[config.mk]
export PLATFORM = sky130hd
export DESIGN_NAME = pic_cascade
export DESIGN_NICKNAME = d
export VERILOG_FILES = /design/src/rtl/pic_pkg.sv /design/src/rtl/pic_req_capture.sv /design/src/rtl/pic_priority.sv /design/src/rtl/pic_ack_seq.sv /design/src/rtl/pic_regs.sv /design/src/rtl/pic_cascade.sv
export SDC_FILE = /design/constraint.sdc
export NUM_CORES = 1
export LEC_CHECK = 0
export ABC_AREA = 0
export BUFFER_PORTS_ARGS = -buffer_cell sky130_fd_sc_hd__buf_2
export CORE_MARGIN = 3
export CORE_UTILIZATION = 44
export CTS_CLUSTER_SIZE = 14
export DETAILED_ROUTE_END_ITERATION = 8
export SYNTH_ARGS = -nofsm -noshare
export SYNTH_HDL_FRONTEND = slang
export SYNTH_SLANG_ARGS = --single-unit
[constraint.sdc]
create_clock -name clk -period 2.95 [get_ports clk]
set_input_delay 0.4425 -clock clk [delete_from_list [all_inputs] [get_ports clk]]
set_output_delay 0.4425 -clock clk [all_outputs]
set_load 0.005 [all_outputs]
[src/rtl/pic_pkg.sv]
// Shared constants for the priority interrupt controller.
package pic_pkg;
    localparam int NUM_IRQ  = 8;
    localparam int LVL_W    = $clog2(NUM_IRQ);
    localparam int DATA_W   = 8;
    localparam int BASE_W   = DATA_W - LVL_W;
    localparam int SYNC_STG = 2;

    // Command opcodes in bits 7:6 of an addr=0 write.
    localparam logic [1:0] OP_EOI = 2'b00;
    localparam logic [1:0] OP_SEL = 2'b01;

    // Targets of addr=1 accesses.
    localparam logic [2:0] SEL_MASK   = 3'd0;
    localparam logic [2:0] SEL_TRIG   = 3'd1;
    localparam logic [2:0] SEL_SLAVES = 3'd2;
    localparam logic [2:0] SEL_BASE   = 3'd3;
    localparam logic [2:0] SEL_IDENT  = 3'd4;
    localparam logic [2:0] SEL_INSVC  = 3'd5;

    typedef enum logic [1:0] {
        ACK_IDLE,
        ACK_FIRST,
        ACK_GAP,
        ACK_SECOND
    } ack_state_e;
endpackage

[src/rtl/pic_req_capture.sv]
// Request capture: synchronizes the asynchronous lines and keeps the
// pending register. Assumes irq_async may change at any time; ack_clr is
// one-hot and arrives in the cycle the acknowledge commits.
module pic_req_capture #(
    parameter int N      = pic_pkg::NUM_IRQ,
    parameter int STAGES = pic_pkg::SYNC_STG
) (
    input  logic         clk,
    input  logic         rst_n,
    input  logic [N-1:0] irq_async,
    input  logic [N-1:0] level_mode,
    input  logic [N-1:0] ack_clr,
    output logic [N-1:0] irr
);
    logic [STAGES-1:0][N-1:0] sync_q;
    logic [N-1:0]             irq_s;
    logic [N-1:0]             irq_d;
    logic [N-1:0]             irr_next;

    assign irq_s = sync_q[STAGES-1];

    // Synchronizer chain, previous-sample copy and pending register.
    always_ff @(posedge clk) begin
        if (!rst_n) begin
            sync_q <= '0;
            irq_d  <= '0;
            irr    <= '0;
        end else begin
            sync_q[0] <= irq_async;
            for (int s = 1; s < STAGES; s++) begin
                sync_q[s] <= sync_q[s-1];
            end
            irq_d <= irq_s;
            irr   <= irr_next;
        end
    end

    genvar g;
    generate
        for (g = 0; g < N; g++) begin : g_line
            logic set_req;
            // Per-line set condition by trigger mode; a low input drops the bit.
            always_comb begin
                set_req     = level_mode[g] ? irq_s[g] : (irq_s[g] & ~irq_d[g]);
                irr_next[g] = irq_s[g] & ~ack_clr[g] & (irr[g] | set_req);
            end

            a_r1_low_drops: assert property (@(posedge clk) disable iff (!rst_n)
                !irq_s[g] |=> !irr[g]);
        end
    endgenerate
endmodule

[src/rtl/pic_priority.sv]
// Fixed-priority resolver: line 0 wins. A line is eligible when pending,
// unmasked, and no in-service bit at its own or a higher priority is set.
module pic_priority #(
    parameter int N     = pic_pkg::NUM_IRQ,
    parameter int LVL_W = pic_pkg::LVL_W
) (
    input  logic [N-1:0]     irr,
    input  logic [N-1:0]     mask,
    input  logic [N-1:0]     isr,
    output logic             win_valid,
    output logic [LVL_W-1:0] win_lvl
);
    logic [N-1:0] isr_prefix;
    logic [N-1:0] eligible;

    genvar g;
    generate
        for (g = 0; g < N; g++) begin : g_prefix
            if (g == 0) begin : g_first
                assign isr_prefix[g] = isr[g];
            end else begin : g_rest
                assign isr_prefix[g] = isr_prefix[g-1] | isr[g];
            end
        end
    endgenerate

    assign eligible = irr & ~mask & ~isr_prefix;

    // Pick the lowest-numbered eligible line.
    always_comb begin
        win_valid = |eligible;
        win_lvl   = '0;
        for (int i = N - 1; i >= 0; i--) begin
            if (eligible[i]) win_lvl = LVL_W'(i);
        end
    end
endmodule

[src/rtl/pic_ack_seq.sv]
// Acknowledge sequencer: follows the two inta_n pulses, commits the winner
// at the end of the first, drives cascade lines on a master and gates the
// vector during the second. Assumes inta_n is synchronous to clk.
module pic_ack_seq #(
    parameter int N     = pic_pkg::NUM_IRQ,
    parameter int LVL_W = pic_pkg::LVL_W
) (
    input  logic             clk,
    input  logic             rst_n,
    input  logic             inta_n,
    input  logic             is_master,
    input  logic             win_valid,
    input  logic [LVL_W-1:0] win_lvl,
    input  logic [N-1:0]     slave_map,
    input  logic [LVL_W-1:0] cas_in,
    input  logic [LVL_W-1:0] ident,
    output logic [N-1:0]     commit_set,
    output logic             vec_drive,
    output logic [LVL_W-1:0] ack_lvl,
    output logic [LVL_W-1:0] cas_out,
    output logic             cas_oe
);
    import pic_pkg::*;

    ack_state_e       state_q;
    logic [LVL_W-1:0] ack_lvl_q;
    logic             sel_q;
    logic             to_slave_q;
    logic             end_first;
    logic             to_slave_now;
    logic             id_match;
    logic             selected_now;
    logic             do_set;

    // Decisions taken when the first pulse ends.
    always_comb begin
        end_first    = (state_q == ACK_FIRST) && inta_n;
        to_slave_now = is_master && win_valid && slave_map[win_lvl];
        id_match     = (cas_in == ident);
        selected_now = is_master ? !to_slave_now : id_match;
        do_set       = end_first && win_valid && (is_master || id_match);
        commit_set   = do_set ? (N'(1) << win_lvl) : '0;
    end

    // Pulse tracking and capture of the acknowledged line.
    always_ff @(posedge clk) begin
        if (!rst_n) begin
            state_q    <= ACK_IDLE;
            ack_lvl_q  <= '0;
            sel_q      <= 1'b0;
            to_slave_q <= 1'b0;
        end else begin
            unique case (state_q)
                ACK_IDLE:   if (!inta_n) state_q <= ACK_FIRST;
                ACK_FIRST:  if (inta_n)  state_q <= ACK_GAP;
                ACK_GAP:    if (!inta_n) state_q <= ACK_SECOND;
                ACK_SECOND: if (inta_n)  state_q <= ACK_IDLE;
                default:                 state_q <= ACK_IDLE;
            endcase
            if (end_first) begin
                ack_lvl_q  <= win_valid ? win_lvl : '1;
                sel_q      <= selected_now;
                to_slave_q <= to_slave_now;
            end
        end
    end

    // Output gating for vector and cascade bus.
    always_comb begin
        vec_drive = (state_q == ACK_SECOND) && sel_q;
        ack_lvl   = ack_lvl_q;
        cas_out   = (state_q == ACK_FIRST) ? win_lvl : ack_lvl_q;
        cas_oe    = is_master &&
                    (((state_q == ACK_FIRST) && to_slave_now) ||
                     (((state_q == ACK_GAP) || (state_q == ACK_SECOND)) && to_slave_q));
    end

    a_r10_cas_hold: assert property (@(posedge clk) disable iff (!rst_n)
        (state_q == ACK_SECOND) |-> $stable(cas_out));
    a_r6_drive_after_low: assert property (@(posedge clk) disable iff (!rst_n)
        $rose(vec_drive) |-> !$past(inta_n));
endmodule

[src/rtl/pic_regs.sv]
// Register file: command decode, programmable registers and the in-service
// register with end-of-interrupt clearing. Assumes wr_fire is one cycle per
// write strobe and commit_set is one-hot or zero.
module pic_regs #(
    parameter int N      = pic_pkg::NUM_IRQ,
    parameter int LVL_W  = pic_pkg::LVL_W,
    parameter int DATA_W = pic_pkg::DATA_W,
    parameter int BASE_W = pic_pkg::BASE_W
) (
    input  logic              clk,
    input  logic              rst_n,
    input  logic              wr_fire,
    input  logic              addr,
    input  logic [DATA_W-1:0] din,
    input  logic [N-1:0]      commit_set,
    output logic [N-1:0]      mask,
    output logic [N-1:0]      trig,
    output logic [N-1:0]      slave_map,
    output logic [BASE_W-1:0] base,
    output logic [LVL_W-1:0]  ident,
    output logic [N-1:0]      isr,
    output logic [2:0]        sel
);
    import pic_pkg::*;

    logic         wr_cmd;
    logic         wr_data;
    logic         is_eoi;
    logic [N-1:0] isr_low;
    logic [N-1:0] eoi_clr;
    logic [N-1:0] isr_next;

    // Decode writes and build the in-service update.
    always_comb begin
        wr_cmd   = wr_fire && !addr;
        wr_data  = wr_fire && addr;
        is_eoi   = wr_cmd && (din[7:6] == OP_EOI);
        isr_low  = isr & (~isr + N'(1));
        if (is_eoi) eoi_clr = din[5] ? (N'(1) << din[LVL_W-1:0]) : isr_low;
        else        eoi_clr = '0;
        isr_next = (isr & ~eoi_clr) | commit_set;
    end

    // Register state.
    always_ff @(posedge clk) begin
        if (!rst_n) begin
            mask      <= '1;
            trig      <= '0;
            slave_map <= '0;
            base      <= '0;
            ident     <= '0;
            isr       <= '0;
            sel       <= SEL_MASK;
        end else begin
            isr <= isr_next;
            if (wr_cmd && (din[7:6] == OP_SEL)) sel <= din[2:0];
            if (wr_data) begin
                case (sel)
                    SEL_MASK:   mask      <= din[N-1:0];
                    SEL_TRIG:   trig      <= din[N-1:0];
                    SEL_SLAVES: slave_map <= din[N-1:0];
                    SEL_BASE:   base      <= din[DATA_W-1:LVL_W];
                    SEL_IDENT:  ident     <= din[LVL_W-1:0];
                    default:    ;
                endcase
            end
        end
    end

    a_r8_eoi_no_growth: assert property (@(posedge clk) disable iff (!rst_n)
        (is_eoi && commit_set == '0) |=> ($countones(isr) <= $countones($past(isr))));
    a_r6_one_new_bit: assert property (@(posedge clk) disable iff (!rst_n)
        (|commit_set) |=> ($countones(isr & ~$past(isr)) == 1));
endmodule

[src/rtl/pic_cascade.sv]
// Top of the cascadable priority interrupt controller. Samples the bus
// strobes on clk, ties capture, priority, registers and the acknowledge
// sequencer together, and muxes read data with the vector.
module pic_cascade #(
    parameter int N      = pic_pkg::NUM_IRQ,
    parameter int LVL_W  = pic_pkg::LVL_W,
    parameter int DATA_W = pic_pkg::DATA_W,
    parameter int BASE_W = pic_pkg::BASE_W
) (
    input  logic              clk,
    input  logic              rst_n,
    input  logic              cs_n,
    input  logic              rd_n,
    input  logic              wr_n,
    input  logic              addr,
    input  logic [DATA_W-1:0] din,
    output logic [DATA_W-1:0] dout,
    output logic              dout_oe,
    input  logic [N-1:0]      irq,
    output logic              intr,
    input  logic              inta_n,
    input  logic              is_master,
    input  logic [LVL_W-1:0]  cas_in,
    output logic [LVL_W-1:0]  cas_out,
    output logic              cas_oe
);
    import pic_pkg::*;

    logic              bus_idle_q;
    logic              wr_fire;
    logic              rd_act;
    logic [N-1:0]      irr;
    logic [N-1:0]      mask;
    logic [N-1:0]      trig;
    logic [N-1:0]      slave_map;
    logic [BASE_W-1:0] base;
    logic [LVL_W-1:0]  ident;
    logic [N-1:0]      isr;
    logic [2:0]        sel;
    logic              win_valid;
    logic [LVL_W-1:0]  win_lvl;
    logic [N-1:0]      commit_set;
    logic              vec_drive;
    logic [LVL_W-1:0]  ack_lvl;
    logic [DATA_W-1:0] rd_data;

    // Remember whether the write strobe was inactive, for one write per strobe.
    always_ff @(posedge clk) begin
        if (!rst_n) bus_idle_q <= 1'b1;
        else        bus_idle_q <= cs_n | wr_n;
    end

    assign wr_fire = !cs_n && !wr_n && bus_idle_q;
    assign rd_act  = !cs_n && !rd_n;

    pic_req_capture #(.N(N)) u_capture (
        .clk        (clk),
        .rst_n      (rst_n),
        .irq_async  (irq),
        .level_mode (trig),
        .ack_clr    (commit_set),
        .irr        (irr)
    );

    pic_priority #(.N(N), .LVL_W(LVL_W)) u_priority (
        .irr       (irr),
        .mask      (mask),
        .isr       (isr),
        .win_valid (win_valid),
        .win_lvl   (win_lvl)
    );

    pic_regs #(.N(N), .LVL_W(LVL_W), .DATA_W(DATA_W), .BASE_W(BASE_W)) u_regs (
        .clk        (clk),
        .rst_n      (rst_n),
        .wr_fire    (wr_fire),
        .addr       (addr),
        .din        (din),
        .commit_set (commit_set),
        .mask       (mask),
        .trig       (trig),
        .slave_map  (slave_map),
        .base       (base),
        .ident      (ident),
        .isr        (isr),
        .sel        (sel)
    );

    pic_ack_seq #(.N(N), .LVL_W(LVL_W)) u_ack (
        .clk        (clk),
        .rst_n      (rst_n),
        .inta_n     (inta_n),
        .is_master  (is_master),
        .win_valid  (win_valid),
        .win_lvl    (win_lvl),
        .slave_map  (slave_map),
        .cas_in     (cas_in),
        .ident      (ident),
        .commit_set (commit_set),
        .vec_drive  (vec_drive),
        .ack_lvl    (ack_lvl),
        .cas_out    (cas_out),
        .cas_oe     (cas_oe)
    );

    // Read mux for status and programmed registers.
    always_comb begin
        if (!addr) begin
            rd_data = DATA_W'(irr);
        end else begin
            case (sel)
                SEL_MASK:   rd_data = DATA_W'(mask);
                SEL_TRIG:   rd_data = DATA_W'(trig);
                SEL_SLAVES: rd_data = DATA_W'(slave_map);
                SEL_BASE:   rd_data = {base, {LVL_W{1'b0}}};
                SEL_IDENT:  rd_data = DATA_W'(ident);
                SEL_INSVC:  rd_data = DATA_W'(isr);
                default:    rd_data = '0;
            endcase
        end
    end

    // Output data: vector wins over a register read.
    always_comb begin
        dout    = vec_drive ? {base, ack_lvl} : rd_data;
        dout_oe = vec_drive | rd_act;
        intr    = win_valid;
    end

    a_r5_top_blocks_all: assert property (@(posedge clk) disable iff (!rst_n)
        isr[0] |-> !intr);
    a_r9_no_write_unselected: assert property (@(posedge clk) disable iff (!rst_n)
        cs_n |=> $stable(mask));
endmodule

# After elaboration in Yosys (flattened, before gate mapping)
# Cells that the tools add are included.
dict set report classes {
  shifts 2
  add_sub_neg 1
  magnitude_cmp 1
  n_eq_ne 14
  n_mux 32
  n_bitwise 66
  n_reduce_logical 34
}
# operator n
set ops {}
lappend ops {{$pmux W8 S6} 1}
lappend ops {{$mux W8} 5}
lappend ops {{$and A8 B8 Y8} 4}
lappend ops {{$not A8 Y8} 4}
lappend ops {{$mux W3} 10}
lappend ops {{$and A1 B1 Y1} 24}
lappend ops {{$or A1 B1 Y1} 17}
lappend ops {{$logic_and A1 B1 Y1} 16}
lappend ops {{$not A1 Y1} 16}
lappend ops {{$shl A1 B3 Y8 const A} 2}
lappend ops {{$mux W1} 10}
lappend ops {{$reduce_and A2 Y1} 5}
lappend ops {{$add A8 B1 Y8 const B} 1}
lappend ops {{$mux W2} 4}
lappend ops {{$ne A2 B2 Y1 const B} 4}
lappend ops {{$or A8 B8 Y8} 1}
lappend ops {{$pmux W2 S4} 1}
lappend ops {{$reduce_or A8 Y1} 1}
lappend ops {{$eq A3 B2 Y1 const B} 2}
lappend ops {{$eq A3 B3 Y1 const B} 2}
lappend ops {{$logic_not A1 Y1} 5}
lappend ops {{$eq A2 B1 Y1 const B} 2}
lappend ops {{$eq A2 B2 Y1 const B} 2}
lappend ops {{$logic_not A2 Y1} 2}
lappend ops {{other kinds (7)} 9}
dict set report totals {
  input_bits 27
  register_bits 83
  out_inout_bits 14
}

# Logic depth before layout (Yosys ltp)
dict set report logic_depth {
  depth_word 23
  ltp_mapped 8
  ltp_nobuf 7
}

# Modules after synthesis
# From an unflattened synthesis, not the netlist that was laid out.
dict set report hier_totals {
  hier_cells 484
  hier_area_um2 4127.7
}
# module seq_area_each_um2 area_per_inst_um2 instances cells_each
set modules_own_cells {}
lappend modules_own_cells {pic_regs 860.8 1864.3 1 217}
lappend modules_own_cells {pic_req_capture 640.6 927.1 1 82}
lappend modules_own_cells {pic_ack_seq 140.1 605.6 1 73}
lappend modules_own_cells {pic_cascade 20.0 528.0 1 83}
lappend modules_own_cells {pic_priority 0.0 202.7 1 29}

# Worst setup path after synthesis
# No wires, ideal clock.
dict set report synth_timing {
  kind {register to output}
  startpoint {register u_regs.isr[0]}
  endpoint {output port cas_oe}
  path_buffers 1
  path_stages_with_launch 8
  setup_slack_ns 0.685
  arrival_ns 1.823
  cell_sequence {dfxtp_1 buf_6 or3_4 or3_4 a221oi_2 and2b_4 a41oi_2 o21ai_1}
}
dict set report synth_between {
  elab_chain_len 23
  word_cells_on_any_way 25
  cone_classes {10 x mux; 9 x bitwise; 6 x reduce/logical}
}
# item line
set synth_lines {}
lappend synth_lines {{start: declaration} pic_regs.sv:21} ;# output logic [N-1:0] isr,
lappend synth_lines {{start signal: assignment} pic_regs.sv:55} ;# isr <= isr_next;
lappend synth_lines {{$or A1 B1 Y1 (7 in a row)} pic_priority.sv:22} ;# assign isr_prefix[g] = isr_prefix[g-1] | isr[g];
lappend synth_lines {{$not A8 Y8 (*)} pic_priority.sv:27} ;# assign eligible = irr & ~mask & ~isr_prefix;
lappend synth_lines {{$and A8 B8 Y8 (*)} pic_priority.sv:27}
lappend synth_lines {{$mux W3 (8 in a row)} pic_priority.sv:34} ;# if (eligible[i]) win_lvl = LVL_W'(i);
lappend synth_lines {{$bmux W1 S3} pic_ack_seq.sv:38} ;# to_slave_now = is_master && win_valid && slave_map[win_lvl];
lappend synth_lines {{$mux W1 (not written as such)} pic_ack_seq.sv:38}
lappend synth_lines {{$logic_and A1 B1 Y1 (*)} pic_ack_seq.sv:38}
lappend synth_lines {{$logic_and A1 B1 Y1 (*)} pic_ack_seq.sv:74} ;# (((state_q == ACK_FIRST) && to_slave_now) ||
lappend synth_lines {{$logic_or A1 B1 Y1 (*)} pic_ack_seq.sv:74}
lappend synth_lines {{$logic_and A1 B1 Y1 (*)} pic_ack_seq.sv:73} ;# cas_oe = is_master &&
lappend synth_lines {{end: declaration} pic_cascade.sv:25} ;# output logic cas_oe
# Every way passes the cells marked *; elsewhere a longest branch is shown, timed or not. The select of a mux whose other input is x is not followed.

# Worst setup path after layout
# Ends and elaborated chain as after synthesis.

==> reports/results.txt <==
status -> completed
fraction of layout cells with a size suffix above 1 -> 0.173
Clock Sinks -> 83
DRC -> 0
Global Route Usage Sum -> 0.208
Post-synth EDFFs -> 0
Hold-fix buffers, CTS -> 0
Final Hold Viols -> 0
Die ar. -> 0.0103 sq mm
simple-gate portion of the synthesized area -> 0.277
CTS tree -> done
Synth warnings -> 0
number of CTS-inserted buffers -> 9
Worst VDD drop -> 0.261 mV
Worst path top cell family by delay -> simple AND/OR/NAND/NOR gates
# port buffers -> 40
Final period util -> 0.970
Overall Power -> 2.40 mW
row count -> 34
Die W -> 101 um
Internal -> 1.76 mW
Compound-Gate Fraction of Synth Area -> 0.169
Mean Syn Cell Area -> 8.52 sq um
Fmax achieved -> 0.349 GHz
Critical Path Max Stage Delay -> 0.41 ns
Routed WL per cell -> 17.2 um
worst skew pair latency -> 0.36 ns
ys flop type -> dfxtp_1
nets@finish -> 538
Reg power frac -> 0.504
HPWL Detailed -> 7840 um
synthesized area -> 0.00399 sq mm
largest family of logic cells by synthesized area -> simple AND/OR/NAND/NOR gates
initial antenna violation count -> 0
syn_nets -> 501
FF-to-FF path depth -> 7
CP Depth -> 7
placement-stage cell area -> 0.00431 sq mm
GR Util met2 -> 0.328
worst-path fanout max -> 10
Post-Layout Inst Area -> 0.00456 sq mm
Yosys cell types -> 51
H-tree depth -> 3
register area share after synthesis -> 0.416
GR peak layer -> met2
grt met3 use -> 0.0337
critical path data required time -> 2.51 ns
Via-to-Cell Ratio -> 5.61
adder-cell share of the synthesized area -> 0.0157
GRT overflow -> 0
Clk pwr share -> 0.352
crit path time final -> 2.86 ns
largest net degree at the start of global routing -> 34
P&R area growth vs syn -> 14.1%
I/O Pins -> 41
clock input transition at the sequential cells of the worst setup and hold paths -> 0.08 ns
Max-Cap Viols -> 0
CP Buf/Inv Count -> 1
vias in the first global route -> 3125
Worst Setup End Kind -> output pin
initial DRC count -> 215
total number of vias -> 3467
CP cell instances -> or3_4, or3_4, a221oi_4, and2b_4, a41oi_2, o21ai_1, buf_2
Hold/Removal Path Class -> input pin to flop
CP arrival -> 2.42 ns
Final Setup Violations -> 0
die height -> 101 um
final WL -> 10600 um
Slowest cell on crit path -> or3_4
Slew @ Worst Pin -> 0.627 ns
Hold Worst Slack -> 0.288 ns
Antenna Nets Post-Route -> 0
combinational fraction of design power -> 0.144
P_leak -> 1.84 nW
mux contribution to synthesized area -> 0.0799
first-pass GRT wire length -> 16400 um
switching power -> 641 uW
Min-Delay Path Depth -> 2
Net Sw Frac -> 0.267
Power Density -> 526 mW/mm^2
total core area -> 0.00876 sq mm
GP Congestion -> 0.938
worst clock skew -> 0.0127 ns
XOR/XNOR Fraction of Synth Area -> 0.00658
Setup CP Type -> flop to output pin
global-route met1 utilization -> 0.292
Gate Count Post-Synth -> 469
most frequent CP cell -> or3_4
Rel. slew slack -> 0.581
number of fill cells -> 858
Root Buffer -> clkbuf_8
Initial Util -> 0.456
asr flop ratio synth -> 0
critical path launch point type -> flop
DRT Pass-1 Iters -> 5
# diodes -> 0
Yosys reg bits -> 83
clock buffer depth -> 2
Slew Viols, Final -> 0
## sequential cells by signal, summed over array words and instances, names as in the netlist
| signal | count |
|---|---|
| bus_idle_q | 1 |
| u_ack.ack_lvl | 3 |
| u_ack.sel_q | 1 |
| u_ack.state_q | 2 |
| u_ack.to_slave_q | 1 |
| u_capture.irq_d | 8 |
| u_capture.irq_s | 8 |
| u_capture.irr | 8 |
| u_capture.sync_q | 8 |
| u_regs.base | 5 |
| u_regs.ident | 3 |
| u_regs.isr | 8 |
| u_regs.mask | 8 |
| u_regs.sel | 3 |
| u_regs.slave_map | 8 |
| u_regs.trig | 8 |
## power groups by stage
stage	registers, mW	logic [mW]	clock network [mW]
2_1_floorplan	1.22	0.243	0
3_3_place_gp	1.23	0.336	0
3_5_place_dp	1.23	0.346	0
4_1_cts	1.21	0.348	0.868
5_1_grt	1.21	0.391	0.903
6_report	1.21	0.346	0.844
## cell families after synthesis
kind of cell / after synthesis
simple gates: 212
compound gates: 99
flops: 83
buf+inv: 36
mux: 31
fa+ha+maj: 5
xor+xnor: 3
## placed cells by master (no fill, tap or decap), types with 14 or more instances in the layout
cell	n
nand2_1	45
a21oi_1	23
buf_2	40
nand3_1	28
dfxtp_1	81
mux2i_1	24
nor2b_1	21
and2_1	26
a21boi_0	14
nor2_1	43
## metal layers
metal | part of all wire | routed length, um
met2 | 0.46 | 4860
met1 | 0.47 | 4980
met3 | 0.060 | 643
met5 | 0 | 0
met4 | 0.014 | 148
## final timing paths
kind | start | end | slack, ns
min reg2reg | u_capture.irq_d[3] | u_capture.irr[3] | 0.40
max | u_regs.isr[0] | cas_oe | 0.09
min | irq[2] | u_capture.sync_q[2] | 0.29
max reg2reg | u_regs.isr[0] | u_regs.isr[4] | 0.74
## through the flow
| step | setup TNS [ns] | worst slack [ns] | utilization | std cells |
|---|---|---|---|---|
| floorplan | 0 | 0.685 | - | 469 |
| CTS | 0 | 0.0308 | 0.515 | 617 |
| global placement | 0 | 0.472 | 0.492 | 602 |
| finish | 0 | 0.0878 | 0.520 | 618 |
| detailed placement | 0 | 0.437 | 0.492 | 602 |
| global route | -0.00559 | -0.00559 | 0.520 | 618 |
## cell type report
class                      count  area, sq um  area share
multi-input combinational    350         2230       0.490
sequential                    83         1660       0.365
timing repair buffer          51          283      0.0620
clock buffer                  11          151      0.0332
tap                          108          135      0.0296
clock inverter                 4         50.0      0.0110
inverter                      11         41.3     0.00906
## Yosys cell counts, drive strengths merged (2+ instances only)
master  instances  area share
inv            11       0.010
a21oi          23       0.029
nor4b           2      0.0060
clkbuf         22       0.021
nor3b           9       0.017
a211oi          3      0.0056
ha              5       0.016
xnor2           3      0.0066
nor4            2      0.0031
and2           26       0.041
and3            8       0.013
o21ai          11       0.015
nand3          29       0.038
mux2            7       0.020
o22ai           7       0.011
buf             3      0.0047
or3             2      0.0056
nand2b          9       0.014
mux2i          24       0.060
o21a            7       0.013
a31oi          11       0.017
a22o            5       0.011
a22oi           4      0.0075
nor3            9       0.013
nor2b          21       0.033
o211ai          2      0.0038
dfxtp          83        0.42
a21boi         16       0.030
nor2           43       0.040
nand4           4      0.0063
nand2          45       0.042
## timing repair
| item | CTS | global route |
|---|---|---|
| hold endpoints to repair | 0 | 0 |
| resized for setup | 0 | 7 |
| setup endpoints to repair | 0 | 1 |
| setup buffers | 0 | 1 |
(Power assumes the default switching activity.)
